`config.mk`:
```
export PLATFORM = sky130hd
export DESIGN_NAME = wdog_cmp_timer
export DESIGN_NICKNAME = d
export VERILOG_FILES = /design/src/rtl/wdog_pkg.sv /design/src/rtl/wdog_ctrl_reg.sv /design/src/rtl/wdog_counter.sv /design/src/rtl/wdog_event.sv /design/src/rtl/wdog_cmp_timer.sv
export SDC_FILE = /design/constraint.sdc
export NUM_CORES = 1
export LEC_CHECK = 0
export BUFFER_PORTS_ARGS = -buffer_cell sky130_fd_sc_hd__buf_4
export CORE_MARGIN = 2
export CORE_UTILIZATION = 40
export CTS_BUF_LIST = sky130_fd_sc_hd__clkbuf_8 sky130_fd_sc_hd__clkbuf_16
export DETAILED_ROUTE_END_ITERATION = 8
export PLACE_DENSITY = 0.7
export SLEW_MARGIN = 20
export SYNTH_ARGS = -nofsm -noshare
export SYNTH_HDL_FRONTEND = slang
export SYNTH_HIERARCHICAL = 1
export SYNTH_SLANG_ARGS = --single-unit
```
`constraint.sdc`:
```
create_clock -name clk -period 3.1 [get_ports clk]
set_input_delay 0.155 -clock clk [delete_from_list [all_inputs] [get_ports clk]]
set_output_delay 0.155 -clock clk [all_outputs]
set_load 0.01 [all_outputs]
```
`src/rtl/wdog_pkg.sv`:
```
// Package: shared defaults and the event-mode type for the watchdog.
// Assumes: nothing; pure declarations.
package wdog_pkg;
    localparam int CNT_W_DEF     = 7;
    localparam int RST_PULSE_DEF = 4;

    typedef enum logic {
        MODE_IRQ   = 1'b0,
        MODE_RESET = 1'b1
    } wdog_mode_e;
endpackage

```
`src/rtl/wdog_ctrl_reg.sv`:
```
// Control state: compare value, self-clearing clear request, event mode.
// Assumes: srst_i is the block's internal reset pulse; writes during it are dropped.
module wdog_ctrl_reg
    import wdog_pkg::*;
#(
    parameter int CNT_W = CNT_W_DEF
) (
    input  logic             clk,
    input  logic             rst_n,
    input  logic             srst_i,
    input  logic             wr_en_i,
    input  logic [CNT_W:0]   wr_data_i,
    input  logic             mode_wr_en_i,
    input  logic             mode_bit_i,
    output logic [CNT_W-1:0] cmp_o,
    output logic             clr_req_o,
    output wdog_mode_e       mode_o
);
    // Register writes; the clear request lives for exactly one cycle.
    always_ff @(posedge clk) begin
        if (!rst_n || srst_i) begin
            cmp_o     <= '1;
            clr_req_o <= 1'b0;
            mode_o    <= MODE_IRQ;
        end else begin
            clr_req_o <= 1'b0;
            if (wr_en_i) begin
                cmp_o     <= wr_data_i[CNT_W-1:0];
                clr_req_o <= wr_data_i[CNT_W];
            end
            if (mode_wr_en_i) begin
                mode_o <= wdog_mode_e'(mode_bit_i);
            end
        end
    end
endmodule

```
`src/rtl/wdog_counter.sv`:
```
// Binary tick counter with compare; flags a match and restarts from zero.
// Assumes: tick_i is a single-cycle strobe; clear request outranks a match.
module wdog_counter #(
    parameter int CNT_W = 7
) (
    input  logic             clk,
    input  logic             rst_n,
    input  logic             srst_i,
    input  logic             tick_i,
    input  logic             stop_i,
    input  logic             clr_req_i,
    input  logic [CNT_W-1:0] cmp_i,
    output logic             match_o
);
    logic [CNT_W-1:0] cnt_q;
    logic             adv;

    // A tick counts only outside stop mode and with no clear pending.
    always_comb begin
        adv     = tick_i && !stop_i && !clr_req_i && !srst_i;
        match_o = adv && (cnt_q == cmp_i);
    end

    // Counter update: reset, clear, wrap-on-match, else increment.
    always_ff @(posedge clk) begin
        if (!rst_n || srst_i) begin
            cnt_q <= '0;
        end else if (clr_req_i) begin
            cnt_q <= '0;
        end else if (adv) begin
            cnt_q <= match_o ? '0 : cnt_q + 1'b1;
        end
    end
endmodule

```
`src/rtl/wdog_event.sv`:
```
// Turns a match into a sticky interrupt flag or a fixed-width reset pulse.
// Assumes: match_i is one cycle wide; srst_o feeds back as internal reset.
module wdog_event
    import wdog_pkg::*;
#(
    parameter int PULSE_CYC = RST_PULSE_DEF
) (
    input  logic       clk,
    input  logic       rst_n,
    input  logic       match_i,
    input  wdog_mode_e mode_i,
    input  logic       irq_clr_i,
    output logic       irq_flag_o,
    output logic       srst_o,
    output logic       wdt_rst_n_o
);
    localparam int PW = $clog2(PULSE_CYC + 1);

    logic [PW-1:0] pulse_q;

    // Interrupt flag: a new event wins over a simultaneous clear.
    always_ff @(posedge clk) begin
        if (!rst_n) begin
            irq_flag_o <= 1'b0;
        end else if (match_i && mode_i == MODE_IRQ) begin
            irq_flag_o <= 1'b1;
        end else if (irq_clr_i) begin
            irq_flag_o <= 1'b0;
        end
    end

    // Reset pulse down-counter, loaded on a reset-mode event.
    always_ff @(posedge clk) begin
        if (!rst_n) begin
            pulse_q <= '0;
        end else if (match_i && mode_i == MODE_RESET) begin
            pulse_q <= PW'(PULSE_CYC);
        end else if (pulse_q != '0) begin
            pulse_q <= pulse_q - 1'b1;
        end
    end

    // Pulse drives both the pin and the internal register reset.
    always_comb begin
        srst_o      = (pulse_q != '0);
        wdt_rst_n_o = !srst_o;
    end
endmodule

```
`src/rtl/wdog_cmp_timer.sv`:
```
// Top: watchdog / interval timer with compare register and stop hold.
// Assumes: tick_i comes from an interval timer in the same clock domain.
module wdog_cmp_timer
    import wdog_pkg::*;
#(
    parameter int CNT_W     = CNT_W_DEF,
    parameter int PULSE_CYC = RST_PULSE_DEF
) (
    input  logic           clk,
    input  logic           rst_n,
    input  logic           tick_i,
    input  logic           stop_i,
    input  logic           wr_en_i,
    input  logic [CNT_W:0] wr_data_i,
    input  logic           mode_wr_en_i,
    input  logic           mode_bit_i,
    input  logic           irq_clr_i,
    output logic           irq_flag_o,
    output logic           wdt_rst_n_o
);
    logic [CNT_W-1:0] cmp;
    logic             clr_req;
    wdog_mode_e       mode;
    logic             match;
    logic             srst;

    wdog_ctrl_reg #(.CNT_W(CNT_W)) u_ctrl (
        .clk          (clk),
        .rst_n        (rst_n),
        .srst_i       (srst),
        .wr_en_i      (wr_en_i),
        .wr_data_i    (wr_data_i),
        .mode_wr_en_i (mode_wr_en_i),
        .mode_bit_i   (mode_bit_i),
        .cmp_o        (cmp),
        .clr_req_o    (clr_req),
        .mode_o       (mode)
    );

    wdog_counter #(.CNT_W(CNT_W)) u_cnt (
        .clk       (clk),
        .rst_n     (rst_n),
        .srst_i    (srst),
        .tick_i    (tick_i),
        .stop_i    (stop_i),
        .clr_req_i (clr_req),
        .cmp_i     (cmp),
        .match_o   (match)
    );

    wdog_event #(.PULSE_CYC(PULSE_CYC)) u_evt (
        .clk         (clk),
        .rst_n       (rst_n),
        .match_i     (match),
        .mode_i      (mode),
        .irq_clr_i   (irq_clr_i),
        .irq_flag_o  (irq_flag_o),
        .srst_o      (srst),
        .wdt_rst_n_o (wdt_rst_n_o)
    );
endmodule

```
* After elaboration in Yosys (flattened, before gate mapping)
Index checks and enable logic that the tools add are counted.
** Word-level totals
- Input port bits :: 16
- Output and inout bits :: 2
- Memories kept :: 0
- Logic and storage cells :: 35
- Bits in writable memories :: 0
- ROM bits :: 0
- Flip-flop bits (word level) :: 20
- Bits in latches :: 0
** Cells by class
- $add $sub $neg :: 2
- Mux-type cells :: 5
- Magnitude comparators :: 0
- Shifts and indexed selects :: 0
- Div/mod/pow operators :: 0
- Bitwise logic cells :: 3
- Multiply operators :: 0
- Reductions and logical operators :: 17
- Equality and inequality tests :: 1
** Operators by type and width (number)
- 7-bit by 1-bit adder with 7-bit output, second input constant :: 1
- 7-bit equality test :: 1
- 7-bit two-way mux :: 1
- 1-bit logical AND :: 6
- 3-bit two-way mux :: 2
- 2-bit OR reduction :: 3
- 1-bit logical NOT :: 4
- 2-bit nonzero test :: 2
- 1-bit inverter :: 3
- 3-bit nonzero test :: 1
- 3-bit by 1-bit subtractor with 3-bit output, second input constant :: 1
- 1-bit two-way mux :: 2
- 1-bit logical OR :: 1

* Logic depth before layout (Yosys ltp)
- Word-level depth :: 7
- Gate-level depth with buffers :: 9
- Mapped depth without buffers :: 8

* Hierarchy
Netlist, hierarchy kept.
** Modules (own cells, without submodules)
- wdog_counter :: area each 450.4 um^2, sequential area each 140.1 um^2, cells an instance 52, times used 1
- wdog_ctrl_reg :: area each 336.6 um^2, sequential area each 180.2 um^2, cells an instance 29, times used 1
- wdog_event :: area each 210.2 um^2, sequential area each 80.1 um^2, cells an instance 22, times used 1

* Worst setup path before layout
OpenSTA, ideal clock, no wires.
- Kind :: register to register
- Start point :: reg u_evt.pulse_q[0]
- End point :: reg u_evt.pulse_q[0]
- Buffers on the path :: 1
- Data required time :: 2.984 ns
- Setup slack :: 0.789 ns
- Library setup time :: 0.116 ns
- Period minus slack after synthesis :: 2.311 ns
- Data arrival time :: 2.196 ns
- Cell stages (with the launch flop) :: 10
- Cells stage by stage :: dfxtp_1 > inv_1 > ha_1 > ha_1 > inv_1 > or4b_1 > buf_6 > nor4_1 > nand2_1 > and3_1
** On the way
- Word-level cells in the longest chain between the ends :: 6
- Elaborated cells on any way between the ends :: 7
- Those cells by class :: 1 x add/sub; 6 x reduce/logical
** Ends and longest elaborated chain
- from (decl) :: RTL line wdog_event.sv:19 : logic [PW-1:0] pulse_q;
- from (signal assigned) :: RTL line wdog_event.sv:37 : pulse_q <= PW'(PULSE_CYC);
- from (signal assigned) :: RTL line wdog_event.sv:39 : pulse_q <= pulse_q - 1'b1;
- 3-bit nonzero test :: RTL line wdog_event.sv:45 : srst_o = (pulse_q != '0);
- 1-bit logical NOT
- net wdt_rst_n_o :: RTL line wdog_cmp_timer.sv:19 : output logic wdt_rst_n_o
- 1-bit logical AND :: RTL line wdog_counter.sv:20 : adv = tick_i && !stop_i && !clr_req_i && !srst_i;
- 1-bit logical AND :: RTL line wdog_counter.sv:21 : match_o = adv && (cnt_q == cmp_i);
- net match :: RTL line wdog_cmp_timer.sv:24 : logic match;
- 1-bit logical AND :: RTL line wdog_event.sv:36 : end else if (match_i && mode_i == MODE_RESET) begin
- 2-bit OR reduction (no source line)
The timed path passes the listed nets, and every way through them passes these cells.
A chain may end at the register's enable or synchronous reset.

* Worst setup path after layout
- Start point :: reg u_evt.pulse_q[0]
- End point :: reg u_evt.pulse_q[0]
** On the way
- Word-level cells in the longest chain between the ends :: 6
- Elaborated cells on any way between the ends :: 7
- Those cells by class :: 1 x add/sub; 6 x reduce/logical
** Ends and longest elaborated chain
- 3-bit nonzero test :: RTL line wdog_event.sv:45
- net srst :: RTL line wdog_cmp_timer.sv:25 : logic srst;
- 1-bit logical NOT :: RTL line wdog_counter.sv:20
- 1-bit logical AND :: RTL line wdog_counter.sv:20
- 1-bit logical AND :: RTL line wdog_counter.sv:21
- net match :: RTL line wdog_cmp_timer.sv:24
- 1-bit logical AND :: RTL line wdog_event.sv:36
- 2-bit OR reduction (no source line)
The timed path passes the listed nets, and every way through them passes these cells.

==> reports/summary.txt <==
status = finished clean
CTS buffer count = 3
DR vias = 745
net count after synthesis = 123
Worst-Skew Late Latency = 0.26 ns
layout cells sized above 1 = 21.49%
data required time at the worst endpoint = 3.25 ns
Clock Skews = 0.002841 ns
diode count = 0
largest net degree at the start of global routing = 13
worst hold path class = input pin to register
wirelength, routed = 1839 µm
I/O pin cnt = 18
DRT Pass-1 Iters = 4
grt ovf = 0
Multi-input gate area = 536.8 µm²
Layout fillers = 218
die width = 53.93 µm
Peak VDD IR = 367.3 µV
Die ar. = 0.002908 mm²
final hold viol count = 0
Root Driver = clkbuf_8
Max Buffers Root-to-Sink = 2
crit path DAT = 2.74 ns
max_cap viols = 0
Site Rows = 18
hold_buf cts = 0
setup bufs post-CTS = 0
port bufs = 17
Iter 0 DRT Violations = 11
Slew HR = 60.10%
Synth Warn # = 6
Core Area = 0.002410 mm²
CP max FO = 6
TritonCTS Sinks = 20
Avg WL per Cell = 12.18 µm
worst slew pin tran = 0.5920 ns
Syn Inst Count = 103
Slew Viols, Final = 0
Post-synth EDFFs = 0
DRC Markers = 0
Main synth FF type = dfxtp_1
register area = 400.4 µm²
vias in the first global route = 778
setup TNS = 0 ns
Netlist Area Pre-Place = 997.2 µm²
GP Congestion = 0.8075
unrepaired setup endpoints after global routing = false
min Tclk post-route = 2.584 ns
Seq/Total Area, Yosys = 40.15%
PwrDens = 636.6 mW/mm²
ys async rst share = 0%
post-synth top area share = 40.15%
H-tree levels = 1
final setup vio count = 0
post-CTS sizing = 0
setup ws final = 0.5156 ns
Static Leak = 0.4975 nW
Layout area overhead = 20.33%
Die H = 53.93 µm
kind of critical path = register to register
HPWL after DPL = 1386 µm
Synth Area per Inst = 9.682 µm²
dpl ws = 0.6198 ns
endpoint class of the critical path = register
Synth cell types = 28
main area contributors after synthesis = dfxtp_1 40%, xnor2_1 11%, mux2i_1 9.0%, ha_1 5.0%, nand2_1 4.5%
first-pass GRT wire length = 3270 µm
Post-layout nets = 142
GRT Total Usage = 16.00%
crit path launch type = register
Yosys top cell by area = dfxtp_1
final worst path period share = 83.37%
routed vias/inst = 4.934
Starting Density = 41.38%
Worst-path clk slew = 0.08 ns
CTS tree = yes
Seq cells post-synth = 20
Max Clk Rate = 386.9 MHz
antenna viol nets, final = 0
initial antenna violation count = 0
-- kinds of logic (layout without fill, tap and decap cells) --
logic type	Yosys count	after routing	share of synthesized area [%]
flip-flops	20	20	40.15
buffers and inverters	10	28	6.023
XOR/XNOR	13	13	11.42
AND/OR/NAND/NOR	41	41	22.71
adder cells (fa/ha/maj)	4	4	5.019
multiplexers	9	9	9.034
AO/OA/AOI/OAI	6	6	5.646
-- worst max-delay path, cell delays in order, from the launching register on --
cell	delay, ns
dfxtp_1	0.33
inv_1	0.06
ha_1	0.16
ha_1	0.27
inv_1	0.15
or4b_1	0.68
nor4_1	0.47
nand2_1	0.16
and3_1	0.19
-- cells in the mapped netlist, types with 2 or more instances --
library cell / instances
dfxtp_1: 20
nand2_1: 12
xnor2_1: 12
mux2i_1: 9
nor2_1: 8
inv_1: 7
ha_1: 4
nand2b_1: 4
nand3_1: 4
buf_6: 3
a21boi_1: 2
and3_1: 2
-- cells in the final DEF (no fill, tap or decap), types with 2 or more instances in the layout --
cell type   n
xnor2_1    12
dfxtp_1    20
nand2b_1    4
ha_1        4
clkbuf_8    3
and3_1      2
nand3_1     4
mux2i_1     9
inv_1       7
nand2_1    12
nor2_1      8
buf_4      17
a21boi_1    2
-- report_power, final --
group	leakage [nW]	switching [mW]	internal (mW)
sequential	0.163	0.0223	0.287
combinational	0.299	0.103	0.0932
clock	0.0357	0.0864	0.172
-- stage by stage --
step           instance area [µm²]  total power [mW]  hold WS (ns)  util, %  instances
3_3_place_gp                  1129            0.4978        0.3683    46.83        147
6_report                      1200            0.7638        0.1107    49.79        151
5_1_grt                       1200            0.8100        0.1068    49.79        151
4_1_cts                       1200            0.7730        0.1047    49.79        151
3_5_place_dp                  1129            0.5097        0.3731    46.83        147
2_1_floorplan                997.2            0.4661        0.2822        -        103
-- state kept, by name, indices dropped and copies added (netlist names) --
name / cells
u_ctrl/mode_o: 1
u_cnt/cnt_q: 7
u_evt/pulse_q: 3
u_evt/irq_flag_o: 1
u_ctrl/cmp_o: 7
u_ctrl/clr_req_o: 1
-- worst paths after layout --
path         slack, ns             start  cells past startpoint                to
max               0.52  u_evt/pulse_q[0]                      8  u_evt/pulse_q[0]
min               0.11      wr_data_i[3]                      3   u_ctrl/cmp_o[3]
max reg2reg       0.52  u_evt/pulse_q[0]                      8  u_evt/pulse_q[0]
min reg2reg       0.48  u_evt/irq_flag_o                      2  u_evt/irq_flag_o
-- final cells by class --
cell class | count | area share (%)
clock inverter | 1 | 2.503
tap | 30 | 3.128
sequential | 20 | 33.37
inverter | 7 | 2.190
multi-input combinational | 73 | 44.73
clock buffer | 3 | 3.441
timing repair buffer | 17 | 10.64
-- routing by layer --
metal	vias to the layer above	global-route usage (%)	part of all wire, %
li1	378	-	-
met1	351	16.96	43
met2	14	30.28	53
met3	2	2.500	3.0
met4	0	7.692	1.0
met5	-	0	0
No activity file was read; power rests on OpenSTA's default activity.
